==> config.mk <==
export PLATFORM = sky130hd
export DESIGN_NAME = pclk_param_search
export DESIGN_NICKNAME = d
export VERILOG_FILES = /design/src/rtl/pclk_search_pkg.sv /design/src/rtl/pclk_search_ctrl.sv /design/src/rtl/pclk_search_dp.sv /design/src/rtl/pclk_param_search.sv
export SDC_FILE = /design/constraint.sdc
export NUM_CORES = 1
export LEC_CHECK = 0
export BUFFER_PORTS_ARGS = -buffer_cell sky130_fd_sc_hd__buf_4
export CAP_MARGIN = 15
export CORE_MARGIN = 2
export CORE_UTILIZATION = 50
export CTS_BUF_LIST = sky130_fd_sc_hd__clkbuf_8
export CTS_CLUSTER_SIZE = 10
export DETAILED_ROUTE_END_ITERATION = 8
export PLACE_DENSITY_LB_ADDON = 0.15
export SLEW_MARGIN = 25
export SYNTH_ARGS = -nofsm -noshare
export SYNTH_HDL_FRONTEND = slang
export SYNTH_HIERARCHICAL = 1
export SYNTH_SLANG_ARGS = --single-unit
==> constraint.sdc <==
create_clock -name clk -period 4.35 [get_ports clk]
set_input_delay 0.435 -clock clk [delete_from_list [all_inputs] [get_ports clk]]
set_output_delay 0.435 -clock clk [all_outputs]
set_load 0.01 [all_outputs]
==> src/rtl/pclk_search_pkg.sv <==
package pclk_search_pkg;

  // Strobes from the sequencer to the datapath, one per datapath action
  typedef struct packed {
    logic capture;  // latch the clamped period
    logic prep;     // latch post-divider, scaled period, reset best tracking
    logic load;     // load dividend for the current k
    logic step;     // one restoring divide step
    logic eval;     // compare the finished quotient/remainder with the best
    logic finish;   // publish results
  } strobe_t;

  typedef enum logic [2:0] {
    ST_IDLE,
    ST_PREP,
    ST_LOAD,
    ST_DIV,
    ST_EVAL,
    ST_FIN
  } state_t;

endpackage

==> src/rtl/pclk_search_ctrl.sv <==
module pclk_search_ctrl
  import pclk_search_pkg::*;
#(
  parameter int DIV_W = 24,
  parameter int K_MAX = 31,
  parameter int K_W   = 5
) (
  input  logic           clk,
  input  logic           rstN,
  input  logic           start,
  input  logic           rangeBad,
  output strobe_t        stb,
  output logic [K_W-1:0] kCur,
  output logic           busy,
  output logic           done
);

  localparam int CNT_W = $clog2(DIV_W);

  state_t             state;
  logic [CNT_W-1:0]   bitCnt;

  always_comb begin
    stb = '0;
    unique case (state)
      ST_IDLE: stb.capture = start;
      ST_PREP: stb.prep    = 1'b1;
      ST_LOAD: stb.load    = 1'b1;
      ST_DIV:  stb.step    = 1'b1;
      ST_EVAL: stb.eval    = 1'b1;
      ST_FIN:  stb.finish  = 1'b1;
      default: stb         = '0;
    endcase
  end

  assign busy = (state != ST_IDLE);

  always_ff @(posedge clk) begin
    if (!rstN) begin
      state  <= ST_IDLE;
      kCur   <= '0;
      bitCnt <= '0;
      done   <= 1'b0;
    end else begin
      unique case (state)
        ST_IDLE: begin
          // a start while busy never reaches this branch
          if (start) begin
            done  <= 1'b0;
            state <= ST_PREP;
          end
        end
        ST_PREP: begin
          kCur  <= K_W'(1);
          state <= rangeBad ? ST_FIN : ST_LOAD;  // short path
        end
        ST_LOAD: begin
          bitCnt <= CNT_W'(DIV_W - 1);
          state  <= ST_DIV;
        end
        ST_DIV: begin
          if (bitCnt == '0) state <= ST_EVAL;
          else              bitCnt <= bitCnt - CNT_W'(1);
        end
        ST_EVAL: begin
          if (kCur == K_W'(K_MAX)) begin
            state <= ST_FIN;
          end else begin
            kCur  <= kCur + K_W'(1);
            state <= ST_LOAD;
          end
        end
        ST_FIN: begin
          done  <= 1'b1;
          state <= ST_IDLE;
        end
        default: state <= ST_IDLE;
      endcase
    end
  end

endmodule

==> src/rtl/pclk_search_dp.sv <==
module pclk_search_dp
  import pclk_search_pkg::*;
#(
  parameter int PER_W   = 24,
  parameter int DIV_W   = 24,
  parameter int BASE    = 256016,
  parameter int CLK_MIN = 5000,
  parameter int N_LIMIT = 128,
  parameter int K_W     = 5,
  parameter int N_W     = 7
) (
  input  logic             clk,
  input  logic             rstN,
  input  strobe_t          stb,
  input  logic [K_W-1:0]   kCur,
  input  logic [PER_W-1:0] periodPs,
  output logic             rangeBad,
  output logic             err,
  output logic [K_W-1:0]   kOut,
  output logic [N_W-1:0]   nOut,
  output logic [1:0]       pOut
);

  localparam int EXT_W = PER_W + 5;
  localparam logic [EXT_W-1:0] LIMIT_HI = EXT_W'(BASE) << 3;
  localparam logic [EXT_W-1:0] BASE_EXT = EXT_W'(BASE);

  logic [PER_W-1:0] perReg;
  logic [EXT_W-1:0] perExt;
  logic [1:0]       pSel;
  logic [DIV_W-1:0] lVal;

  logic [DIV_W-1:0] lReg;
  logic [1:0]       pReg;

  // divider state
  logic [DIV_W-1:0] dvd;
  logic [DIV_W-1:0] remAcc;
  logic [DIV_W-1:0] quo;
  logic [DIV_W:0]   trial;
  logic [DIV_W-1:0] mVal;

  // best candidate tracking
  logic [DIV_W-1:0] bestRem;
  logic [K_W-1:0]   bestK;
  logic [N_W-1:0]   bestN;
  logic             found;
  logic             candOk;

  // range check and post-divider choice on the clamped period
  assign perExt   = EXT_W'(perReg);
  assign rangeBad = perExt > LIMIT_HI;
  assign pSel     = ((perExt << 4) < BASE_EXT) ? 2'd3 : 2'd2;
  assign lVal     = DIV_W'(perExt << pSel);

  assign mVal  = DIV_W'(BASE) * DIV_W'(kCur);
  assign trial = {remAcc, dvd[DIV_W-1]} - {1'b0, lReg};

  // candidate rule: nonzero, below limit, strictly better
  assign candOk = (quo != '0) && (quo < DIV_W'(N_LIMIT)) && (remAcc < bestRem);

  always_ff @(posedge clk) begin
    if (!rstN) begin
      perReg <= '0;
    end else if (stb.capture) begin
      perReg <= (periodPs < PER_W'(CLK_MIN)) ? PER_W'(CLK_MIN) : periodPs;
    end
  end

  always_ff @(posedge clk) begin
    if (!rstN) begin
      lReg    <= '0;
      pReg    <= '0;
      bestRem <= '0;
      bestK   <= '0;
      bestN   <= '0;
      found   <= 1'b0;
    end else if (stb.prep) begin
      lReg    <= lVal;
      pReg    <= pSel;
      bestRem <= lVal;
      bestK   <= '0;
      bestN   <= '0;
      found   <= 1'b0;
    end else if (stb.eval && candOk) begin
      bestRem <= remAcc;
      bestK   <= kCur;
      bestN   <= N_W'(quo);
      found   <= 1'b1;
    end
  end

  // restoring shift-subtract divider, one quotient bit per step
  always_ff @(posedge clk) begin
    if (!rstN) begin
      dvd    <= '0;
      remAcc <= '0;
      quo    <= '0;
    end else if (stb.load) begin
      dvd    <= mVal;
      remAcc <= '0;
      quo    <= '0;
    end else if (stb.step) begin
      dvd <= {dvd[DIV_W-2:0], 1'b0};
      if (!trial[DIV_W]) begin
        remAcc <= trial[DIV_W-1:0];
        quo    <= {quo[DIV_W-2:0], 1'b1};
      end else begin
        remAcc <= {remAcc[DIV_W-2:0], dvd[DIV_W-1]};
        quo    <= {quo[DIV_W-2:0], 1'b0};
      end
    end
  end

  // published results, updated only at completion
  always_ff @(posedge clk) begin
    if (!rstN) begin
      err  <= 1'b0;
      kOut <= '0;
      nOut <= '0;
      pOut <= '0;
    end else if (stb.finish) begin
      if (rangeBad || !found) begin
        err  <= 1'b1;
        kOut <= '0;
        nOut <= '0;
        pOut <= '0;
      end else begin
        err  <= 1'b0;
        kOut <= bestK;
        nOut <= bestN;
        pOut <= pReg;
      end
    end
  end

endmodule

==> src/rtl/pclk_param_search.sv <==
module pclk_param_search
  import pclk_search_pkg::*;
#(
  parameter int PER_W   = 24,
  parameter int DIV_W   = 24,
  parameter int BASE    = 256016,
  parameter int CLK_MIN = 5000,
  parameter int K_MAX   = 31,
  parameter int N_LIMIT = 128,
  parameter int K_W     = $clog2(K_MAX + 1),
  parameter int N_W     = $clog2(N_LIMIT)
) (
  input  logic             clk,
  input  logic             rstN,
  input  logic             start,
  input  logic [PER_W-1:0] periodPs,
  output logic             done,
  output logic             err,
  output logic [K_W-1:0]   kOut,
  output logic [N_W-1:0]   nOut,
  output logic [1:0]       pOut
);

  strobe_t        stb;
  logic [K_W-1:0] kCur;
  logic           rangeBad;
  logic           busy;

  pclk_search_ctrl #(
    .DIV_W (DIV_W),
    .K_MAX (K_MAX),
    .K_W   (K_W)
  ) i_ctrl (
    .clk      (clk),
    .rstN     (rstN),
    .start    (start),
    .rangeBad (rangeBad),
    .stb      (stb),
    .kCur     (kCur),
    .busy     (busy),
    .done     (done)
  );

  pclk_search_dp #(
    .PER_W   (PER_W),
    .DIV_W   (DIV_W),
    .BASE    (BASE),
    .CLK_MIN (CLK_MIN),
    .N_LIMIT (N_LIMIT),
    .K_W     (K_W),
    .N_W     (N_W)
  ) i_dp (
    .clk      (clk),
    .rstN     (rstN),
    .stb      (stb),
    .kCur     (kCur),
    .periodPs (periodPs),
    .rangeBad (rangeBad),
    .err      (err),
    .kOut     (kOut),
    .nOut     (nOut),
    .pOut     (pOut)
  );

endmodule

; ---- Word level (Yosys, flattened, before mapping)
; Cells that the tools add are included.
[op_classes]
addsub = 3
mul = 1
div_mod_pow = 0
n_lt_le_gt_ge = 5
n_eq_ne = 10
shift = 1
mux = 29
n_bitwise = 1
n_reduce_logical = 19
[ops]
columns = op, count
row1 = $mux W24, 4
row2 = $mux W23, 2
row3 = $lt A28 B18 Y1 const B, 1
row4 = $sub A25 B24 Y25, 1
row5 = $gt A24 B21 Y1 const B, 1
row6 = $lt A24 B13 Y1 const B, 1
row7 = $lt A24 B24 Y1, 1
row8 = $lt A24 B8 Y1 const B, 1
row9 = $reduce_bool A24 Y1, 1
row10 = $shl A24 B2 Y24, 1
row11 = $pmux W5 S2, 2
row12 = $mul A14 B5 Y19 const A, 1
row13 = $mux W5, 3
row14 = $pmux W3 S5, 1
row15 = $mux W3, 4
row16 = $mux W1, 10
row17 = $reduce_bool A2 Y1, 5
row18 = $reduce_and A2 Y1, 4
row19 = $mux W7, 1
row20 = $eq A3 B2 Y1 const B, 2
row21 = $eq A3 B3 Y1 const B, 2
row22 = $ne A2 B2 Y1 const B, 3
row23 = $add A5 B1 Y5 const B, 1
row24 = $eq A5 B5 Y1 const B, 1
row25 = 12 further kinds, 15
[word_totals]
reg_bits = 184
latchBits = 0
mem_bits_rw = 0
mem_bits_ro = 0
inputBits = 27
out_inout_bits = 16
word_cells = 88
mem_count = 0

; ---- Depth between registers and ports, before layout
; Gate-level depths: netlist (run 1).
[logic_depth]
word_depth = 6
ltp_mapped = 14
mapped_depth_nobuf = 14

; ---- Modules after synthesis
; Netlist (run 1), hierarchy kept.
[modules_own_cells]
columns = mod, instances, cells_per_inst, area_per_inst_um2
row1 = pclk_search_dp, 1, 1030, 9116.2
row2 = pclk_search_ctrl, 1, 86, 774.5

; ---- Least setup slack after synthesis (run 1)
; No wires, ideal clock.
[synth_timing]
path_type = reg-to-reg
from = reg i_ctrl.kCur[2]
to = reg i_dp.dvd[22]
setup_ns = 0.131
arrival_ns = 3.337
path_slack_ns = 0.882
stages_incl_launch_ff = 14
n_path_buf = 0
path_cell_list = dfxtp_1 > fa_1 > fa_1 > inv_1 > fa_1 > inv_1 > ha_1 > a21oi_1 > o21bai_1 > a21oi_1 > o21bai_1 > a21oi_1 > xnor2_1 > a21oi_1
[synth_between]
elab_chain_len = 2
[synth_lines]
columns = item, line
row1 = from (decl), pclk_search_ctrl.sv:13  ; output logic [K_W-1:0] kCur,
row2 = from (signal assigned), pclk_search_ctrl.sv:69  ; kCur <= kCur + K_W'(1);
row3 = $mul A14 B5 Y19, pclk_search_dp.sv:56  ; assign mVal = DIV_W'(BASE) * DIV_W'(kCur);
row4 = $mux W23, pclk_search_dp.sv:99  ; end else if (stb.load) begin
row5 = to (signal assigned), pclk_search_dp.sv:100  ; dvd <= mVal;
row6 = to (signal assigned), pclk_search_dp.sv:104  ; dvd <= {dvd[DIV_W-2:0], 1'b0};
row7 = to (decl), pclk_search_dp.sv:37  ; logic [DIV_W-1:0] dvd;
; No other way between the ends.
; A chain may end at the register's enable or synchronous reset.

; ---- Worst setup path after layout (run 1)
[layout_timing]
from = reg i_ctrl.kCur[3]
to = reg i_dp.dvd[22]
; The elaborated chain is that of the path after synthesis.

==> results of run 1 <==
[worst reg2reg max path: cells and delay by family (launching register included)]
kind | cells | cell delay (ns)
AO/OA/AOI/OAI | 6 | 0.88
XOR/XNOR | 1 | 0.13
adder cells (fa/ha/maj) | 4 | 1.95
buffers and inverters | 2 | 0.09
flip-flops | 1 | 0.55
[per-stage QoR]
stage	total power [mW]	area [um^2]
finish	4.69	10800
CTS	4.72	10800
global placement	3.59	10400
floorplan	3.20	9890
global route	4.98	10800
detailed placement	3.60	10400
[cell families after synthesis]
kind of cell,synth area share (%)
DFF,36.8
xor gates and xnor gates,2.54
adders and majority gates,10.9
AOI/OAI and AO/OA,17.8
muxes,8.94
buffers and inverters,6.14
and+or+nand+nor,16.8
[path summary, 6_finish.rpt]
| path | start | endpoint | slack [ns] | depth (start not counted) |
|---|---|---|---|---|
| setup reg to reg | i_ctrl/kCur[3]$_SDFFE_PN0P_ | i_dp/dvd[22]$_SDFFE_PN0P_ | 0.64 | 13 |
| hold reg to reg | i_dp/found$_SDFFE_PP0P_ | i_dp/found$_SDFFE_PP0P_ | 0.46 | 2 |
| setup / recovery | i_ctrl/kCur[3]$_SDFFE_PN0P_ | i_dp/dvd[22]$_SDFFE_PN0P_ | 0.64 | 13 |
| hold / removal | periodPs[0] | i_dp/perReg[0]$_SDFFE_PN0P_ | 0.19 | 3 |
[cell type report]
type | count | area, um^2
clock buffer | 18 | 248
clock inverter | 14 | 128
fill | 1808 | 8620
inverter | 95 | 357
multi-input combinational | 782 | 5670
sequential | 182 | 3640
tap | 265 | 332
timing repair buffer | 60 | 463
[cells in the final DEF, fill, tap and decap left out, drive strengths merged, types with 6 or more instances in the layout]
cell type	count
nor3	17
a31oi	27
xnor2	19
clkbuf	18
clkinv	8
a211oi	10
a21oi	71
ha	70
nand3	20
nor2	107
and3	8
dfxtp	182
o21a	20
nand2b	6
inv	96
o2111ai	6
nand3b	8
nand2	77
a21boi	12
o221a	21
xor2	8
a21o	8
buf	60
nor2b	37
nor4	15
o21ai	39
o211a	10
mux2i	85
fa	10
nand4	11
[sequential cells by signal (all words and copies together), names as in the netlist]
register and count:
i_dp/bestRem 24, i_dp/perReg 24, i_dp/quo 24, i_dp/remAcc 24
i_dp/lReg 22, i_dp/dvd 20, i_dp/bestN 7, i_dp/nOut 7
i_ctrl/bitCnt 5, i_ctrl/kCur 5, i_dp/bestK 5, i_dp/kOut 5
i_ctrl/state 3, i_dp/pOut 2, i_dp/pReg 2, i_ctrl/done 1
i_dp/err 1, i_dp/found 1
[power by group]
part / switching [mW] / total [mW] / internal [mW]
clock: 0.645 / 1.12 / 0.472
sequential: 0.127 / 1.94 / 1.81
combinational: 0.956 / 1.63 / 0.674
[metal layers]
metal / track usage, % / part of all wire [%] / vias to the layer above
met5: 0 / 0 / -
met3: 3.68 / 3.7 / 18
met1: 33.7 / 52 / 3717
li1: - / - / 3967
met2: 34.5 / 43 / 129
met4: 4.91 / 1.0 / 0
==> impl_metrics.json, run 1 <==
{
  "synth_area_leaders": "sky130_fd_sc_hd__dfxtp_1, sky130_fd_sc_hd__ha_1, sky130_fd_sc_hd__mux2i_1, sky130_fd_sc_hd__nor2_1, sky130_fd_sc_hd__a21oi_1",
  "area_delta_synth_final_pct": 9.58,
  "synth_enable_flop_cells": 0,
  "arr_time_crit_path_ns": 4.07,
  "hold_fix_buffer_count_after_cts": 0,
  "synth.net_count": 1223,
  "finalCritPeriodShare_pct": 85.3,
  "layout.nets": 1245,
  "synth.yosys.seq_area_share_pct": 36.8,
  "synth_largest_area_cell": "sky130_fd_sc_hd__dfxtp_1",
  "floorplan.initialDensity_pct": 50.8,
  "deepest_clock_path_buffer_count": 2,
  "crit_path_max_fanout": 10,
  "required_ns": 4.71,
  "leakage_power_nw": 4.63,
  "synth_top_area_share_pct": 36.8,
  "power_density_nw_per_um2": 433,
  "gp_congestion": 0.843,
  "run_status": "complete, no violations",
  "gr-total-overflow": 0,
  "area_of_the_mapped_netlist_um2": 9890,
  "setup-violations-final": 0,
  "postCtsSetupRepairBufs": 0,
  "placedCellCount": 1383,
  "cts_buffers": 17,
  "remaining_drc_errors": 0,
  "timing.max_cap.violations": 0,
  "diodes": 0,
  "holdCritPathClass": "input pin to flop",
  "timing.final.hold_violations": 0,
  "drt_pre_antenna_iters": 5,
  "setup.worst_path.start_class": "flop",
  "final_antenna_net_count": 0,
  "portBuffers": 42,
  "yosys_cell_types": 75,
  "cts.root.buffer_cell": "sky130_fd_sc_hd__clkbuf_8",
  "die_height_um": 145,
  "grt_pass1_wl_um": 37400,
  "layout.core_utilization_pct": 55.7,
  "core_region_area_um2": 19500,
  "critical_path.endpoint_type": "flop",
  "worst-path-buf-inv": 2,
  "clock_insertion_delay_worst_skew_ns": 0.47,
  "grt_max_degree": 69,
  "tritoncts": "yes",
  "crit_path_cell_trace": "fa_1 -> fa_1 -> inv_1 -> fa_1 -> inv_1 -> ha_1 -> a21oi_1 -> o21bai_1 -> a21oi_1 -> o21bai_1 -> a21oi_1 -> xnor2_1 -> a21oi_1",
  "timing.final.ws_setup_ns": 0.638,
  "skew_ns": 0.0142,
  "achievable-frequency_mhz": 269,
  "grt.total_usage_pct": 22.6,
  "route.detailed.vias_per_inst": 5.53,
  "max_slew_margin_pct": 34.3,
  "cp_top_family": "adder cells",
  "postCtsResizedCells": 0,
  "worstSetupPathType": "flop to flop",
  "fin_setup_tns_ns": 0,
  "synth_warn": 6,
  "timing.critical_path.slowest_cell_delay_ns": 0.58,
  "first_global_vias": 7251,
  "antenna_found_initial": 0,
  "synthesis.area_per_instance_um2": 8.86,
  "die-area_um2": 20900,
  "detailedPlacementHpwl_um": 16100,
  "clock_pin_slew_worst_setup_and_hold_paths_ns": 0.10,
  "cts_sinks": 182,
  "critPathSlowestCell": "sky130_fd_sc_hd__fa_1",
  "unrepaired_setup_endpoints_after_global_routing": "no",
  "final_max_slew_viol_count": 0,
  "pre_cts_slack_ns": 0.637,
  "finalWirelength_um": 22500,
  "peak_ir_drop_on_the_vdd_network_uv": 227,
  "yosys-top-cells-count": "sky130_fd_sc_hd__dfxtp_1, sky130_fd_sc_hd__nor2_1, sky130_fd_sc_hd__inv_1",
  "number_of_cell_rows": 51,
  "htree_num_levels": 4,
  "worst_pin_slew_ns": 0.984,
  "crit_path_frequent_cell": "sky130_fd_sc_hd__a21oi_1",
  "io-pin-count": 43,
  "final.hold.worst_slack_ns": 0.189,
  "avgRoutedWirePerCell_um": 15.9,
  "number_of_vias_after_detailed_routing": 7831,
  "final.min_clock_period_ns": 3.71,
  "postSynth.asyncResetShare_pct": 0,
  "die-width_um": 145,
  "post_synth_inst_count": 1116,
  "synth_ff_type": "sky130_fd_sc_hd__dfxtp_1",
  "layout.cells.non_filler": 1416,
  "postSynthRegisterBits": 182,
  "drt_iter0_drc": 361,
  "yosysMostFrequentCell": "sky130_fd_sc_hd__dfxtp_1",
  "layout-drive-gt1-share_pct": 10.3
}
No activity file was read; power rests on OpenSTA's default activity.
==> inputs of run 2 (changes only) <==
Settings changed: CORE_ASPECT_RATIO set to 0.5, GPL_TIMING_DRIVEN set to 0.
==> run 2 against run 1 <==
Against the previous run: register-to-register slack worse by 0.18 ns; design area up 0.84%; sequential share of layout area is 0.28 points lower; setup slack got worse by 0.18 ns; combinational power grew 3%; total power rose by 2.7%; largest cell class unchanged; first-iteration DRC count up 16%; clock power is 7% higher.
==> impl_metrics.json, run 2 (synthesis gave the netlist of run 1 again) <==
{
  "ff2ff_path_depth": 13,
  "die-area_um2": 21000,
  "setup.worst_path.start_class": "flop",
  "detailedPlacementHpwl_um": 18300,
  "leakage_power_nw": 4.66,
  "hold_fix_buffer_count_after_cts": 0,
  "die-width_um": 203,
  "cts_buffers": 17,
  "crit_path_frequent_cell": "sky130_fd_sc_hd__a21oi_1",
  "gr-total-overflow": 0,
  "required_ns": 4.69,
  "grt.total_usage_pct": 24.0,
  "pre_cts_slack_ns": 0.436,
  "max_slew_margin_pct": 35.6,
  "route.detailed.vias_per_inst": 5.52,
  "layout.cells.non_filler": 1452,
  "clock_pin_slew_worst_setup_and_hold_paths_ns": 0.09,
  "htree_num_levels": 4,
  "avgRoutedWirePerCell_um": 16.8,
  "skew_ns": 0.0157,
  "min_delay_path_depth": 3,
  "portBuffers": 41,
  "gp_congestion": 0.836,
  "drt_iter0_drc": 418,
  "arr_time_crit_path_ns": 4.23,
  "first_global_vias": 7568,
  "rr_endpoint": "i_dp/dvd[22]$_SDFFE_PN0P_",
  "timing.critical_path.slowest_cell_delay_ns": 0.71,
  "crit_path_max_fanout": 11,
  "finalWirelength_um": 24400,
  "antenna_found_initial": 0,
  "die_height_um": 103,
  "cts_sinks": 182,
  "tritoncts": "yes",
  "timing.final.hold_violations": 0,
  "rr_startpoint": "i_ctrl/kCur[2]$_SDFFE_PN0P_",
  "number_of_cell_rows": 36,
  "unrepaired_setup_endpoints_after_global_routing": "no",
  "final.min_clock_period_ns": 3.89,
  "drt_pre_antenna_iters": 5,
  "worst-path-buf-inv": 2,
  "final_antenna_net_count": 0,
  "diodes": 0,
  "deepest_clock_path_buffer_count": 2,
  "finalCritPeriodShare_pct": 89.4,
  "floorplan.initialDensity_pct": 50.9,
  "peak_ir_drop_on_the_vdd_network_uv": 217,
  "worstSetupPathType": "flop to flop",
  "remaining_drc_errors": 0,
  "fin_setup_tns_ns": 0,
  "setup-violations-final": 0,
  "power_density_nw_per_um2": 440,
  "critPathSlowestCell": "sky130_fd_sc_hd__dfxtp_1",
  "crit_path_cell_trace": "fa_1 -> fa_1 -> inv_1 -> fa_1 -> inv_1 -> ha_1 -> a21oi_1 -> o21bai_1 -> a21oi_1 -> o21bai_1 -> a21oi_1 -> xnor2_1 -> a21oi_1",
  "most-common-layout-cells": "sky130_fd_sc_hd__dfxtp_1, sky130_fd_sc_hd__nor2_1, sky130_fd_sc_hd__inv_1, sky130_fd_sc_hd__mux2i_1, sky130_fd_sc_hd__nand2_1",
  "clock_insertion_delay_worst_skew_ns": 0.48,
  "timing.max_cap.violations": 0,
  "run_status": "complete, no violations",
  "area_delta_synth_final_pct": 10.5,
  "layout.cells.most_common": "sky130_fd_sc_hd__dfxtp_1",
  "number_of_vias_after_detailed_routing": 8020,
  "cts.root.buffer_cell": "sky130_fd_sc_hd__clkbuf_8",
  "ff2ff_setup_slack_ns": 0.46,
  "placedCellCount": 1423,
  "layout-drive-gt1-share_pct": 8.85,
  "io-pin-count": 43,
  "holdCritPathClass": "input pin to flop",
  "grt_pass1_wl_um": 39300,
  "final_max_slew_viol_count": 0,
  "final.hold.worst_slack_ns": 0.203,
  "achievable-frequency_mhz": 257,
  "layout.nets": 1283,
  "whs_endpoint": "i_dp/perReg[10]$_SDFFE_PN0P_",
  "cp_top_family": "adder cells",
  "postCtsSetupRepairBufs": 0,
  "timing.hold.worst.start": "periodPs[10]",
  "postCtsResizedCells": 0,
  "worst_pin_slew_ns": 0.961,
  "core_region_area_um2": 19400,
  "timing.final.ws_setup_ns": 0.461,
  "design_power_total_mw": 4.81,
  "grt_max_degree": 17,
  "critical_path.endpoint_type": "flop"
}
## run 2: changes by cell type in the layout (fill, tap and decap cells not counted), sizes merged
cell / change
clkinvlp: -2
buf: -4
bufinv: +2
inv: -3
clkbuf: +42
## run 2: worst max path at each step
stage	startpoint	to	slack, ns	depth (start not counted)
after floorplan	i_ctrl/kCur[2]$_SDFFE_PN0P_	i_dp/dvd[22]$_SDFFE_PN0P_	0.88	13
after CTS	i_ctrl/kCur[2]$_SDFFE_PN0P_	i_dp/dvd[22]$_SDFFE_PN0P_	0.41	13
after global routing	i_ctrl/kCur[2]$_SDFFE_PN0P_	i_dp/dvd[22]$_SDFFE_PN0P_	0.14	13
final	i_ctrl/kCur[2]$_SDFFE_PN0P_	i_dp/dvd[22]$_SDFFE_PN0P_	0.46	13
after detailed placement	i_ctrl/kCur[2]$_SDFFE_PN0P_	i_dp/dvd[22]$_SDFFE_PN0P_	0.44	13
after global placement	i_ctrl/kCur[2]$_SDFFE_PN0P_	i_dp/dvd[22]$_SDFFE_PN0P_	0.49	13
## run 2: metrics by stage
stage / instance area [um^2] / utilization, %
after floorplan: 9890 / -
after global placement: 10500 / 54.2
after global routing: 10900 / 56.3
after detailed placement: 10500 / 54.2
after CTS: 10900 / 56.3
final: 10900 / 56.3
## run 2: tightest hold or removal path: cells and delay by family
family | cells | cell delay, ns
buffers and inverters | 1 | 0.09
AND/OR/NAND/NOR | 1 | 0.07
AO/OA/AOI/OAI | 1 | 0.05
## run 2: layer usage
metal  wire length (um)  share of wire, %  track usage [%]  up-vias
met4                251               1.0             6.40        0
met1              12200                50             32.5     3845
met2              11100                46             40.4      112
li1                   -                 -                -     4042
met3                758               3.1             4.04       21
met5                  0                 0                0        -
## run 2: layout make-up
cell class	count	area [um^2]
clock buffer	18	248
fill	1789	8480
tap	266	333
clock inverter	11	150
buffer	57	250
multi-input combinational	782	5640
inverter	95	357
sequential	182	3640
timing repair buffer	41	308
## run 2: power breakdown
part / switching [mW] / internal (mW) / total [mW]
registers: 0.119 / 1.81 / 1.93
logic: 1.01 / 0.672 / 1.68
clock network: 0.625 / 0.577 / 1.20
==> inputs of run 3 (changes only) <==
Settings changed: GPL_TIMING_DRIVEN 0 to 1, SYNTH_HIERARCHICAL 1 to unset.
==> run 3 against run 2 <==
Against the previous run: worst hold slack worse by 0.013 ns; register-to-register slack improved by 0.18 ns; synthesized cell count rose by 2.9%; utilization down 1.1 points; first-iteration DRC count increased by 9.8%; area after synthesis down 1.5%; sequential power grew 8%.
==> impl_metrics.json, run 3 <==
{
  "tritoncts": "yes",
  "drt_pre_antenna_iters": 5,
  "yosys-top-cells-count": "sky130_fd_sc_hd__dfxtp_1, sky130_fd_sc_hd__a21oi_1, sky130_fd_sc_hd__nand2_1",
  "crit_path_cell_trace": "fa_1 -> inv_1 -> fa_1 -> fa_1 -> inv_1 -> ha_1 -> a21oi_1 -> nor2b_1 -> o21ai_0 -> nor2b_1 -> xor2_1 -> o211ai_1 -> o211a_1",
  "number_of_vias_after_detailed_routing": 7943,
  "synth_enable_flop_cells": 0,
  "layout-drive-gt1-share_pct": 10.1,
  "timing.final.hold_violations": 0,
  "critical_path.endpoint_type": "flop",
  "dpl-instance-area_um2": 10200,
  "synth_top_area_share_pct": 37.4,
  "final.min_clock_period_ns": 3.71,
  "fin_setup_tns_ns": 0,
  "postSynth.asyncResetShare_pct": 0,
  "postCtsResizedCells": 0,
  "grt.total_usage_pct": 22.5,
  "die_height_um": 103,
  "detailedPlacementHpwl_um": 15900,
  "setup-violations-final": 0,
  "floorplan.initialDensity_pct": 50.5,
  "required_ns": 4.73,
  "postSynthRegisterBits": 182,
  "grt_pass1_wl_um": 37400,
  "post_synth_inst_count": 1148,
  "synth.yosys.seq_area_share_pct": 37.4,
  "portBuffers": 42,
  "yosysMostFrequentCell": "sky130_fd_sc_hd__dfxtp_1",
  "arr_time_crit_path_ns": 4.09,
  "die-area_um2": 20700,
  "leakage_power_nw": 4.31,
  "max_slew_margin_pct": 37.2,
  "cp_top_family": "adder cells",
  "antenna_found_initial": 0,
  "final_max_slew_viol_count": 0,
  "gr-total-overflow": 0,
  "post_synthesis_adder_cell_area_fraction_pct": 11.3,
  "power_density_nw_per_um2": 567,
  "achievable-frequency_mhz": 270,
  "core_region_area_um2": 19300,
  "timing.max_cap.violations": 0,
  "worst-path-buf-inv": 2,
  "setup.worst_path.start_class": "flop",
  "synthesis.area_per_instance_um2": 8.49,
  "grt_max_degree": 64,
  "deepest_clock_path_buffer_count": 2,
  "holdCritPathClass": "input pin to flop",
  "synth_ff_type": "sky130_fd_sc_hd__dfxtp_1",
  "synth_warn": 0,
  "met2_usage_pct": 37.5,
  "drt_iter0_drc": 459,
  "layout.cells.most_common": "sky130_fd_sc_hd__dfxtp_1",
  "synthSimpleGateAreaFrac_pct": 15.0,
  "grt_use_met3_pct": 4.65,
  "skew_ns": 0.0210,
  "synth-compound-area-share_pct": 20.0,
  "timing.critical_path.slowest_cell_delay_ns": 0.60,
  "die-width_um": 201,
  "number_of_cell_rows": 36,
  "remaining_drc_errors": 0,
  "crit_path_frequent_cell": "sky130_fd_sc_hd__fa_1",
  "gp_congestion": 0.853,
  "cts_sinks": 182,
  "layout.nets": 1270,
  "worstSetupPathType": "flop to flop",
  "peak_ir_drop_on_the_vdd_network_uv": 278,
  "synth_area_leaders": "sky130_fd_sc_hd__dfxtp_1, sky130_fd_sc_hd__ha_1, sky130_fd_sc_hd__a21oi_1, sky130_fd_sc_hd__mux2i_1, sky130_fd_sc_hd__nand2_1",
  "unrepaired_setup_endpoints_after_global_routing": "no",
  "postCtsSetupRepairBufs": 0,
  "synth_largest_area_cell": "sky130_fd_sc_hd__dfxtp_1",
  "cts_buffers": 17,
  "hold_fix_buffer_count_after_cts": 0,
  "cts.root.buffer_cell": "sky130_fd_sc_hd__clkbuf_8",
  "diodes": 0,
  "critPathSlowestCell": "sky130_fd_sc_hd__dfxtp_1",
  "htree_num_levels": 4,
  "post-route-cell-area_um2": 10600,
  "combinational_family_with_the_most_area_after_synthesis": "compound AO/OA/AOI/OAI gates",
  "avgRoutedWirePerCell_um": 15.4,
  "final_antenna_net_count": 0,
  "yosys_cell_types": 68,
  "area_delta_synth_final_pct": 9.21,
  "route.detailed.vias_per_inst": 5.52,
  "area_of_the_mapped_netlist_um2": 9740,
  "synth_xor_xnor_area_share_pct": 2.95,
  "finalWirelength_um": 22200,
  "grt_util_met1_pct": 30.1,
  "io-pin-count": 43,
  "clock_insertion_delay_worst_skew_ns": 0.49,
  "first_global_vias": 7461,
  "crit_path_max_fanout": 9,
  "synth.area.mux_share_pct": 7.67,
  "finalCritPeriodShare_pct": 85.3,
  "run_status": "complete, no violations",
  "synth.net_count": 1257,
  "most-common-layout-cells": "sky130_fd_sc_hd__dfxtp_1, sky130_fd_sc_hd__a21oi_1, sky130_fd_sc_hd__nand2_1, sky130_fd_sc_hd__nor2_1, sky130_fd_sc_hd__inv_1",
  "worst_pin_slew_ns": 0.938,
  "clock_pin_slew_worst_setup_and_hold_paths_ns": 0.10,
  "most_used_routing_layer_in_global_routing": "met2"
}
==> run 3: cell count changes in the layout (fill, tap and decap cells not counted), sizes merged, moves of 13 or more <==
cell	delta
nand2	+52
a21oi	+64
a21o	+13
a22oi	+22
nor2	-17
o221a	-21
clkbuf	-43
mux2i	-25
o21a	-18
nor2b	-29
a31oi	-23
o21ai	+29
==> run 3: worst paths after layout <==
| kind | from | end | slack [ns] | cells after the start |
|---|---|---|---|---|
| worst max register to register | i_ctrl.kCur[2]$_SDFFE_PN0P_ | i_dp.dvd[20]$_SDFFE_PN0P_ | 0.64 | 13 |
| worst max-delay path | i_ctrl.kCur[2]$_SDFFE_PN0P_ | i_dp.dvd[20]$_SDFFE_PN0P_ | 0.64 | 13 |
| worst min register to register | i_dp.dvd[10]$_SDFFE_PN0P_ | i_dp.dvd[10]$_SDFFE_PN0P_ | 0.46 | 2 |
| worst min-delay path | periodPs[2] | i_dp.perReg[2]$_SDFFE_PN0P_ | 0.19 | 3 |
==> run 3: stage by stage <==
step           hold WS (ns)  cells  utilization [%]  total power [mW]  setup slack [ns]
5_1_grt               0.173   1440             55.2              6.50             0.351
3_3_place_gp          0.440   1408             53.1              4.82             0.778
2_1_floorplan         0.432   1148                -              4.31             0.933
6_report              0.189   1440             55.2              6.03             0.640
4_1_cts               0.163   1440             55.2              6.05             0.596
3_5_place_dp          0.446   1408             53.1              4.88             0.612
==> run 3: layer usage <==
metal  vias to the layer above  routed length (um)
met5                         -                   0
met4                         0                 266
met3                        17                 761
met2                       110               10100
met1                      3764               11100
li1                       4052                   -
==> run 3: layout make-up <==
class / count / area, um^2
fillers: 1793 / 8640
multi-input cells: 829 / 5570
flip-flops and latches: 182 / 3640
repair buffers: 55 / 413
well taps: 266 / 333
inverters: 76 / 285
clock buffers: 17 / 234
clock inverters: 15 / 168
==> run 3: kinds of logic after synthesis <==
| group | after synthesis |
|---|---|
| buf+inv | 137 |
| flops | 182 |
| fa+ha+maj | 82 |
| xor+xnor | 32 |
| mux | 73 |
| simple gates | 327 |
| compound gates | 315 |
==> run 3: power by group <==
group          switching, mW  leakage [nW]  total [mW]  internal [mW]
combinational           1.58          2.63        2.77           1.19
clock                  0.695         0.200        1.18          0.480
sequential             0.178          1.48        2.08           1.90
==> run 3: worst register-to-register path, stage by stage, from the launching register on <==
cell and delay (ns):
sky130_fd_sc_hd__dfxtp_1 0.60, sky130_fd_sc_hd__fa_1 0.53, sky130_fd_sc_hd__inv_1 0.13, sky130_fd_sc_hd__fa_1 0.45, sky130_fd_sc_hd__fa_1 0.51, sky130_fd_sc_hd__inv_1 0.04
sky130_fd_sc_hd__ha_1 0.32, sky130_fd_sc_hd__a21oi_1 0.17, sky130_fd_sc_hd__nor2b_1 0.07, sky130_fd_sc_hd__o21ai_0 0.19, sky130_fd_sc_hd__nor2b_1 0.18, sky130_fd_sc_hd__xor2_1 0.16
sky130_fd_sc_hd__o211ai_1 0.09, sky130_fd_sc_hd__o211a_1 0.15
